**src/rtl/sbs_pkg.sv**
```systemverilog
package sbs_pkg;
   typedef enum logic [1:0] {
      FATE_NONE   = 2'd0,
      FATE_DIRECT = 2'd1,
      FATE_BUFFER = 2'd2,
      FATE_DROP   = 2'd3
   } fate_e;

   function automatic int smin(input int a, input int b);
      return (a < b) ? a : b;
   endfunction

   function automatic int wbits(input int n);
      return (n > 1) ? $clog2(n) : 1;
   endfunction
endpackage

```
**src/rtl/sbs_admit.sv**
```systemverilog
module sbs_admit
   import sbs_pkg::*;
#(
   parameter int N_PORTS   = 8,
   parameter int N_DIRECT  = 2,
   parameter int MOD_PORTS = 3,
   parameter int OUT_CAP   = 5,
   parameter int TOT_CAP   = 8,
   parameter int WR_PORTS  = 6,
   parameter int SW        = 3,
   parameter int CW        = 3,
   parameter int TW        = 4,
   parameter int MW        = 1
) (
   input  logic [N_PORTS-1:0]               arr_valid,
   input  logic [N_PORTS-1:0][SW-1:0]       arr_dest,
   input  logic [N_PORTS-1:0][CW-1:0]       occ,
   input  logic [TW-1:0]                    occ_total,
   output logic [N_PORTS-1:0][1:0]          fate,
   output logic [N_PORTS-1:0][MW-1:0]       mod_sel,
   output logic [N_PORTS-1:0]               rd_en,
   output logic [N_PORTS-1:0]               dir_grant,
   output logic [N_PORTS-1:0][SW-1:0]       dir_src,
   output logic [N_PORTS-1:0][N_PORTS-1:0]  push
);
   int lvl_w [N_PORTS];
   int tot_w;
   int ports_w;
   int rd_w;
   int d_w;

   // read side: every non-empty output drains its head this slot
   always_comb begin
      for (int o = 0; o < N_PORTS; o++) rd_en[o] = (occ[o] != '0);
   end

   // bypass lanes: ascending output order, lowest input wins
   if (N_DIRECT > 0) begin : g_direct
      always_comb begin
         int  used;
         bit  hit;
         used = 0;
         for (int o = 0; o < N_PORTS; o++) begin
            dir_grant[o] = 1'b0;
            dir_src[o]   = '0;
            hit          = 1'b0;
            for (int i = N_PORTS - 1; i >= 0; i--) begin
               if (arr_valid[i] && int'(arr_dest[i]) == o) begin
                  hit        = 1'b1;
                  dir_src[o] = SW'(i);
               end
            end
            if (hit && occ[o] == '0 && used < N_DIRECT) begin
               dir_grant[o] = 1'b1;
               used         = used + 1;
            end
         end
      end
   end else begin : g_no_direct
      assign dir_grant = '0;
      assign dir_src   = '0;
   end

   // storage admission in ascending input order, after this slot's reads
   always_comb begin
      rd_w = 0;
      for (int o = 0; o < N_PORTS; o++) begin
         lvl_w[o] = int'(occ[o]) - (rd_en[o] ? 1 : 0);
         if (rd_en[o]) rd_w = rd_w + 1;
      end
      tot_w   = int'(occ_total) - rd_w;
      ports_w = 0;
      d_w     = 0;
      push    = '0;
      fate    = '0;
      mod_sel = '0;
      for (int i = 0; i < N_PORTS; i++) begin
         if (arr_valid[i]) begin
            d_w = int'(arr_dest[i]);
            if (dir_grant[d_w] && int'(dir_src[d_w]) == i) begin
               fate[i] = FATE_DIRECT;
            end else if (lvl_w[d_w] < OUT_CAP && tot_w < TOT_CAP &&
                         ports_w < WR_PORTS) begin
               fate[i]        = FATE_BUFFER;
               mod_sel[i]     = MW'(ports_w / MOD_PORTS);
               push[d_w][i]   = 1'b1;
               lvl_w[d_w]     = lvl_w[d_w] + 1;
               tot_w          = tot_w + 1;
               ports_w        = ports_w + 1;
            end else begin
               fate[i] = FATE_DROP;
            end
         end
      end
   end
endmodule

```
**src/rtl/sbs_out_fifo.sv**
```systemverilog
module sbs_out_fifo #(
   parameter int N_SRC = 8,
   parameter int DEPTH = 5,
   parameter int SW    = 3,
   parameter int CW    = 3
) (
   input  logic             clk,
   input  logic             rst_n,
   input  logic             pop,
   input  logic [N_SRC-1:0] push_mask,
   output logic [SW-1:0]    head,
   output logic [CW-1:0]    count
);
   localparam int PW = (DEPTH > 1) ? $clog2(DEPTH) : 1;

   logic [SW-1:0] mem_q [DEPTH];
   logic [SW-1:0] mem_n [DEPTH];
   logic [PW-1:0] rp_q, wp_q, wp_n, rp_n;
   logic [CW-1:0] cnt_q, cnt_n;

   function automatic logic [PW-1:0] bump(input logic [PW-1:0] p);
      return (int'(p) == DEPTH - 1) ? '0 : p + 1'b1;
   endfunction

   // several same-slot pushes land in ascending source order
   always_comb begin
      mem_n = mem_q;
      wp_n  = wp_q;
      for (int i = 0; i < N_SRC; i++) begin
         if (push_mask[i]) begin
            mem_n[wp_n] = SW'(i);
            wp_n        = bump(wp_n);
         end
      end
      rp_n  = pop ? bump(rp_q) : rp_q;
      cnt_n = cnt_q - CW'(pop) + CW'($countones(push_mask));
   end

   always_ff @(posedge clk) begin
      if (!rst_n) begin
         for (int k = 0; k < DEPTH; k++) mem_q[k] <= '0;
         rp_q  <= '0;
         wp_q  <= '0;
         cnt_q <= '0;
      end else begin
         mem_q <= mem_n;
         rp_q  <= rp_n;
         wp_q  <= wp_n;
         cnt_q <= cnt_n;
      end
   end

   assign head  = mem_q[rp_q];
   assign count = cnt_q;

   p_fifo_cap_r5: assert property (@(posedge clk) disable iff (!rst_n)
      int'(cnt_q) <= DEPTH)
      else $error("output queue above its cap");

   p_pop_nonempty_r2: assert property (@(posedge clk) disable iff (!rst_n)
      pop |-> cnt_q != '0)
      else $error("read from empty output queue");
endmodule

```
**src/rtl/sbs_sched.sv**
```systemverilog
module sbs_sched
   import sbs_pkg::*;
#(
   parameter int N_PORTS    = 8,
   parameter int N_DIRECT   = 2,
   parameter int N_MOD      = 2,
   parameter int MOD_PORTS  = 3,
   parameter int MOD_SLOTS  = 4,
   parameter int CIRC_LIMIT = 5,
   localparam int SW       = wbits(N_PORTS),
   localparam int TOT_CAP  = N_MOD * MOD_SLOTS,
   localparam int OUT_CAP  = smin(TOT_CAP, CIRC_LIMIT),
   localparam int WR_PORTS = N_MOD * MOD_PORTS,
   localparam int K_MID    = N_DIRECT + WR_PORTS,
   localparam int CW       = $clog2(OUT_CAP + 1),
   localparam int TW       = $clog2(TOT_CAP + 1),
   localparam int MW       = wbits(N_MOD)
) (
   input  logic                    clk,
   input  logic                    rst_n,
   input  logic [N_PORTS-1:0]      arr_valid,
   input  logic [N_PORTS*SW-1:0]   arr_dest,
   output logic [2*N_PORTS-1:0]    fate,
   output logic [N_PORTS*MW-1:0]   fate_mod,
   output logic [N_PORTS-1:0]      tx_valid,
   output logic [N_PORTS*SW-1:0]   tx_src,
   output logic [N_PORTS-1:0]      tx_buf,
   output logic [N_PORTS*CW-1:0]   occ,
   output logic [TW-1:0]           occ_total,
   output logic [31:0]             drop_cnt,
   output logic [31:0]             tx_cnt
);
   initial begin
      assert ((1 << SW) == N_PORTS) else $error("N_PORTS must be a power of two");
      assert (MOD_PORTS <= MOD_SLOTS) else $error("module ports exceed module slots");
      assert (K_MID >= 1) else $error("middle stage is empty");
      assert (CIRC_LIMIT >= 1) else $error("circulation limit must be positive");
   end

   logic [N_PORTS-1:0][SW-1:0]      dest_p;
   logic [N_PORTS-1:0][CW-1:0]      occ_p;
   logic [N_PORTS-1:0][SW-1:0]      head_p;
   logic [N_PORTS-1:0][1:0]         fate_c, fate_q;
   logic [N_PORTS-1:0][MW-1:0]      mod_c, mod_q;
   logic [N_PORTS-1:0]              rd_en, dir_grant;
   logic [N_PORTS-1:0][SW-1:0]      dir_src;
   logic [N_PORTS-1:0][N_PORTS-1:0] push;
   logic [N_PORTS-1:0]              txv_q, txb_q;
   logic [N_PORTS-1:0][SW-1:0]      txs_q;
   logic [TW-1:0]                   total_q;
   logic [31:0]                     drop_q, txc_q;
   int n_wr, n_drop, n_rd, n_tx, occ_sum;

   assign dest_p = arr_dest;

   sbs_admit #(
      .N_PORTS(N_PORTS), .N_DIRECT(N_DIRECT), .MOD_PORTS(MOD_PORTS),
      .OUT_CAP(OUT_CAP), .TOT_CAP(TOT_CAP), .WR_PORTS(WR_PORTS),
      .SW(SW), .CW(CW), .TW(TW), .MW(MW)
   ) u_admit (
      .arr_valid(arr_valid), .arr_dest(dest_p), .occ(occ_p),
      .occ_total(total_q), .fate(fate_c), .mod_sel(mod_c), .rd_en(rd_en),
      .dir_grant(dir_grant), .dir_src(dir_src), .push(push)
   );

   for (genvar o = 0; o < N_PORTS; o++) begin : g_out
      sbs_out_fifo #(
         .N_SRC(N_PORTS), .DEPTH(OUT_CAP), .SW(SW), .CW(CW)
      ) u_fifo (
         .clk(clk), .rst_n(rst_n), .pop(rd_en[o]), .push_mask(push[o]),
         .head(head_p[o]), .count(occ_p[o])
      );

      p_direct_empty_r3: assert property (@(posedge clk) disable iff (!rst_n)
         dir_grant[o] |-> occ_p[o] == '0)
         else $error("bypass granted to output with stored packets");

      p_buffer_first_r2: assert property (@(posedge clk) disable iff (!rst_n)
         occ_p[o] != '0 |=> tx_valid[o] && tx_buf[o])
         else $error("stored packet not sent first");
   end

   always_comb begin
      n_wr    = 0;
      n_drop  = 0;
      n_rd    = 0;
      n_tx    = 0;
      occ_sum = 0;
      for (int i = 0; i < N_PORTS; i++) begin
         if (fate_c[i] == FATE_BUFFER) n_wr = n_wr + 1;
         if (fate_c[i] == FATE_DROP)   n_drop = n_drop + 1;
         if (rd_en[i]) n_rd = n_rd + 1;
         if (rd_en[i] || dir_grant[i]) n_tx = n_tx + 1;
         occ_sum = occ_sum + int'(occ_p[i]);
      end
   end

   always_ff @(posedge clk) begin
      if (!rst_n) begin
         fate_q  <= '0;
         mod_q   <= '0;
         txv_q   <= '0;
         txb_q   <= '0;
         txs_q   <= '0;
         total_q <= '0;
         drop_q  <= '0;
         txc_q   <= '0;
      end else begin
         fate_q  <= fate_c;
         mod_q   <= mod_c;
         txv_q   <= rd_en | dir_grant;
         txb_q   <= rd_en;
         for (int o = 0; o < N_PORTS; o++)
            txs_q[o] <= rd_en[o] ? head_p[o] : dir_src[o];
         total_q <= TW'(int'(total_q) - n_rd + n_wr);
         drop_q  <= drop_q + 32'(n_drop);
         txc_q   <= txc_q + 32'(n_tx);
      end
   end

   assign fate      = fate_q;
   assign fate_mod  = mod_q;
   assign tx_valid  = txv_q;
   assign tx_buf    = txb_q;
   assign tx_src    = txs_q;
   assign occ       = occ_p;
   assign occ_total = total_q;
   assign drop_cnt  = drop_q;
   assign tx_cnt    = txc_q;

   p_total_cap_r6: assert property (@(posedge clk) disable iff (!rst_n)
      int'(total_q) <= TOT_CAP)
      else $error("total storage above capacity");

   p_total_sum_r6: assert property (@(posedge clk) disable iff (!rst_n)
      int'(total_q) == occ_sum)
      else $error("total disagrees with per-output queues");

   p_direct_limit_r3: assert property (@(posedge clk) disable iff (!rst_n)
      $countones(dir_grant) <= N_DIRECT)
      else $error("too many bypass lanes granted");

   p_wr_ports_r10: assert property (@(posedge clk) disable iff (!rst_n)
      n_wr <= WR_PORTS)
      else $error("too many storage writes in one slot");

   p_drop_mono_r8: assert property (@(posedge clk) disable iff (!rst_n)
      n_drop > 0 |=> drop_cnt > $past(drop_cnt))
      else $error("drop counter did not advance");
endmodule

```
**config.mk**
```make
export PLATFORM = sky130hd
export DESIGN_NAME = sbs_sched
export DESIGN_NICKNAME = d
export VERILOG_FILES = /design/src/rtl/sbs_pkg.sv /design/src/rtl/sbs_admit.sv /design/src/rtl/sbs_out_fifo.sv /design/src/rtl/sbs_sched.sv
export SDC_FILE = /design/constraint.sdc
export NUM_CORES = 2
export LEC_CHECK = 0
export BUFFER_PORTS_ARGS = -buffer_cell sky130_fd_sc_hd__buf_4
export CORE_UTILIZATION = 30
export DETAILED_ROUTE_END_ITERATION = 16
export PLACE_DENSITY_LB_ADDON = 0.1
export SYNTH_ARGS = -nofsm -noshare
export SYNTH_HDL_FRONTEND = slang
export SYNTH_SLANG_ARGS = --single-unit
```
**constraint.sdc**
```tcl
create_clock -name clk -period 26.7 [get_ports clk]
set_input_delay 5.34 -clock clk [delete_from_list [all_inputs] [get_ports clk]]
set_output_delay 5.34 -clock clk [all_outputs]
set_load 0.005 [all_outputs]
```
==> flow_summary.yaml <==
sta:
  setup_viol: 0
  finalCriticalPeriod_ns: 25.86
  slew_headroom_pct: 8.54
  fin_crit_sh_pct: 96.9
  hold_viol: 0
  rsz0062_at_grt: "true"
  maxSlewViolCount: 0
  fin_hold_ws_ns: 0.504
  tightest_slew_ns: 1.36
  clock_skew_ns: 0.0632
  fmax_mhz: 38.7
final_layout:
  fin_cells: 8943
  area_delta_synth_final_pct: 24.7
  drive_above_1_share_pct: 20.5
  final_cell_mix: "buf_4 (1,021), nor2_1 (678), nand2_1 (668)"
  final_common_cell: "buf_4"
  fin_nets: 7398
  final_area_um2: 54800
worst_setup_path:
  reg2reg_setup_slack_ns: 1.20
  r2r_cells: 98
  critical_path.max_stage_delay_ns: 0.59
  critPathRequiredTime_ns: 27.19
  crit_path_start_kind: "input pin"
  worstReg2RegStart: "g_out[1].u_fifo.count[1]"
  r2r-end: "g_out[5].u_fifo.count[2]"
  crit_path_end_kind: "register"
  path_max_fanout: 19
  cp.arrival_ns: 26.35
  critPathKind: "input pin to register"
  cp_slowest_cell: "or4_4"
job:
  cap_violations: 0
grt:
  grt_busiest_layer: "met2"
  antenna_found_initial: 20
  use_met3_pct: 5.03
  met1_usage_pct: 42.8
  grt_pass1_vias: 48800
  grt_start_max_net_pins: 172
  gr-total-overflow: 0
  gr-usage-met2_pct: 51.5
  grt_first_pass_wirelength_mm: 352
  grt_use_total_pct: 32.4
yosys:
  yosys_warnings: 0
  synth-seq-cells: 322
  async_reset_ff_share_pct: 0
  ys.flop_type: "dfxtp_1"
  synth_cells: 6180
  syn_avg_cell_area_um2: 7.11
  syn_area_um2: 43900
  yosysSeqAreaShare_pct: 14.7
  synth_edf_count: 0
  synth_cell_types: 153
floorplanning:
  start_util_pct: 30.2
  pin_count: 190
  coreArea_um2: 145000
  die_y_um: 385
  die_width_um: 385
  rows: 140
  die-area_um2: 148000
cts:
  cts_tree: "yes"
  clockBufferDepth: 3
  htreeDepth: 2
  cts_made_buffers: 44
  clk_latency_ns: 0.68
  clock-sinks: 322
  path_clk_slew_ns: 0.06
  cts-root-buf: "clkbuf_16"
hold_path:
  min_from: "tx_cnt[13]"
  hold_class: "register to register"
  holdPathEnd: "tx_cnt[13]"
  hold_path_depth: 2
route:
  wl_per_cell_um: 27.8
  routed_wl_mm: 249
  antenna_left: 0
  first_pass_iters: 6
  drcViolationCount: 0
  vias_per_cell: 5.87
  first_iter_violations: 5404
  route.vias.total: 52500
run_status:
  outcome: "finished, final reports clean"
placed_design:
  dpl.hpwl_mm: 208
  io_buffers: 187
  place_area_um2: 52900
  gp_congestion: 1.06
  dp.cells: 8856
[state kept, by name (all words and copies together), names as in the netlist, 16 cells and up]
register,cells
g_out.u_fifo.mem_q,120
drop_cnt,32
tx_cnt,32
g_out.u_fifo.count,24
g_out.u_fifo.rp_q,24
g_out.u_fifo.wp_q,24
tx_src,24
fate,16
[metal layers]
layer  share of wire (%)  routed length, um  up-vias
met4                 5.5              13700       16
met5               0.040                 99        -
met1                  43             108000    25600
met3                 7.0              17400      440
met2                  44             109000     2102
li1                    -                  -    24300
[cell type report]
| class | instances | area, um2 |
|---|---|---|
| antenna | 5 | 12.5 |
| clock buffer | 58 | 1210 |
| clock inverter | 17 | 260 |
| fill | 15700 | 90600 |
| inverter | 440 | 1680 |
| multi-input combinational | 5150 | 34900 |
| sequential | 322 | 6450 |
| tap | 1917 | 2400 |
| timing repair buffer | 1034 | 7890 |
[cells by family (layout without fill, tap and decap cells)]
family | Yosys count | after routing | synth area share (%)
XOR/XNOR | 218 | 218 | 4.49
buffers and inverters | 734 | 1549 | 7.49
adder cells (fa/ha/maj) | 376 | 376 | 11.6
multiplexers | 203 | 203 | 6.02
AND/OR/NAND/NOR | 2585 | 2585 | 29.3
AO/OA/AOI/OAI | 1740 | 1740 | 26.4
flip-flops | 322 | 322 | 14.7
other | 2 | 33 | 0.0171
[worst max-delay path by stage]
stage | slack, ns | cells after the start | startpoint | endpoint
floorplan | 0.01 | 103 | arr_valid[0] | g_out[5].u_fifo.count[2]
global placement | -0.49 | 97 | arr_dest[3] | g_out[5].u_fifo.count[2]
detailed placement | -0.54 | 102 | arr_valid[5] | drop_cnt[31]
CTS | 0.01 | 102 | arr_valid[5] | drop_cnt[31]
global route | -0.08 | 108 | arr_valid[0] | drop_cnt[25]
finish | 0.84 | 96 | arr_valid[0] | g_out[5].u_fifo.count[2]
[stage by stage]
step	setup TNS, ns	setup slack [ns]	utilization, %
6_report	0	0.837	37.7
5_1_grt	-0.498	-0.0817	37.7
4_1_cts	0	0.00995	37.4
3_5_place_dp	-13.70	-0.538	36.4
3_3_place_gp	-10.98	-0.491	36.4
2_1_floorplan	0	0.0138	-
[critical path: cells and delay by family]
| kind | cells | cell delay [ns] |
|---|---|---|
| and+or+nand+nor | 28 | 6.30 |
| AOI/OAI and AO/OA | 24 | 5.93 |
| adders and majority gates | 16 | 4.74 |
| buffers and inverters | 19 | 2.38 |
| muxes | 5 | 0.97 |
| xor gates and xnor gates | 4 | 0.64 |
[what timing repair did]
item,4_1_cts,5_1_grt
resized for setup,0,57
hold buffers,0,0
buffers inserted,0,7
endpoints found under the setup margin,0,48
[cells in the mapped netlist, types with 26 or more instances]
| master | n | area share [%] |
|---|---|---|
| buf_4 | 37 | 0.63 |
| mux2_2 | 40 | 1.0 |
| mux4_2 | 43 | 2.2 |
| a311oi_1 | 49 | 0.98 |
| nand2b_1 | 44 | 0.63 |
| nand4b_1 | 32 | 0.64 |
| o22ai_1 | 52 | 0.74 |
| ha_1 | 319 | 9.1 |
| a22oi_1 | 30 | 0.51 |
| or4_1 | 26 | 0.44 |
| a31oi_1 | 116 | 1.7 |
| a211oi_1 | 69 | 1.2 |
| dfxtp_1 | 322 | 15 |
| o211ai_1 | 51 | 0.87 |
| a22o_1 | 40 | 0.80 |
| a21oi_1 | 472 | 5.4 |
| xnor2_1 | 139 | 2.8 |
| inv_1 | 401 | 3.4 |
| a21o_1 | 46 | 0.79 |
| and2_1 | 62 | 0.88 |
| fa_1 | 53 | 2.4 |
| o21a_1 | 35 | 0.60 |
| nand4_1 | 100 | 1.4 |
| o21ai_1 | 43 | 0.49 |
| nor2_1 | 681 | 5.8 |
| buf_2 | 34 | 0.39 |
| o221ai_1 | 26 | 0.52 |
| nor2b_1 | 68 | 0.97 |
| nand2_1 | 672 | 5.7 |
| mux2i_1 | 107 | 2.4 |
| nand3_1 | 293 | 3.3 |
| nor3_1 | 177 | 2.0 |
| nor4_1 | 87 | 1.2 |
| or3_1 | 51 | 0.73 |
| o31ai_1 | 39 | 0.67 |
| and3_1 | 92 | 1.3 |
| xor2_1 | 73 | 1.5 |
| buf_6 | 38 | 0.97 |
| clkbuf_1 | 161 | 1.4 |
| o21ai_0 | 349 | 4.0 |
Power is not shown: default switching activity piles up to over one toggle a cycle in this logic, so the estimate is an artifact.
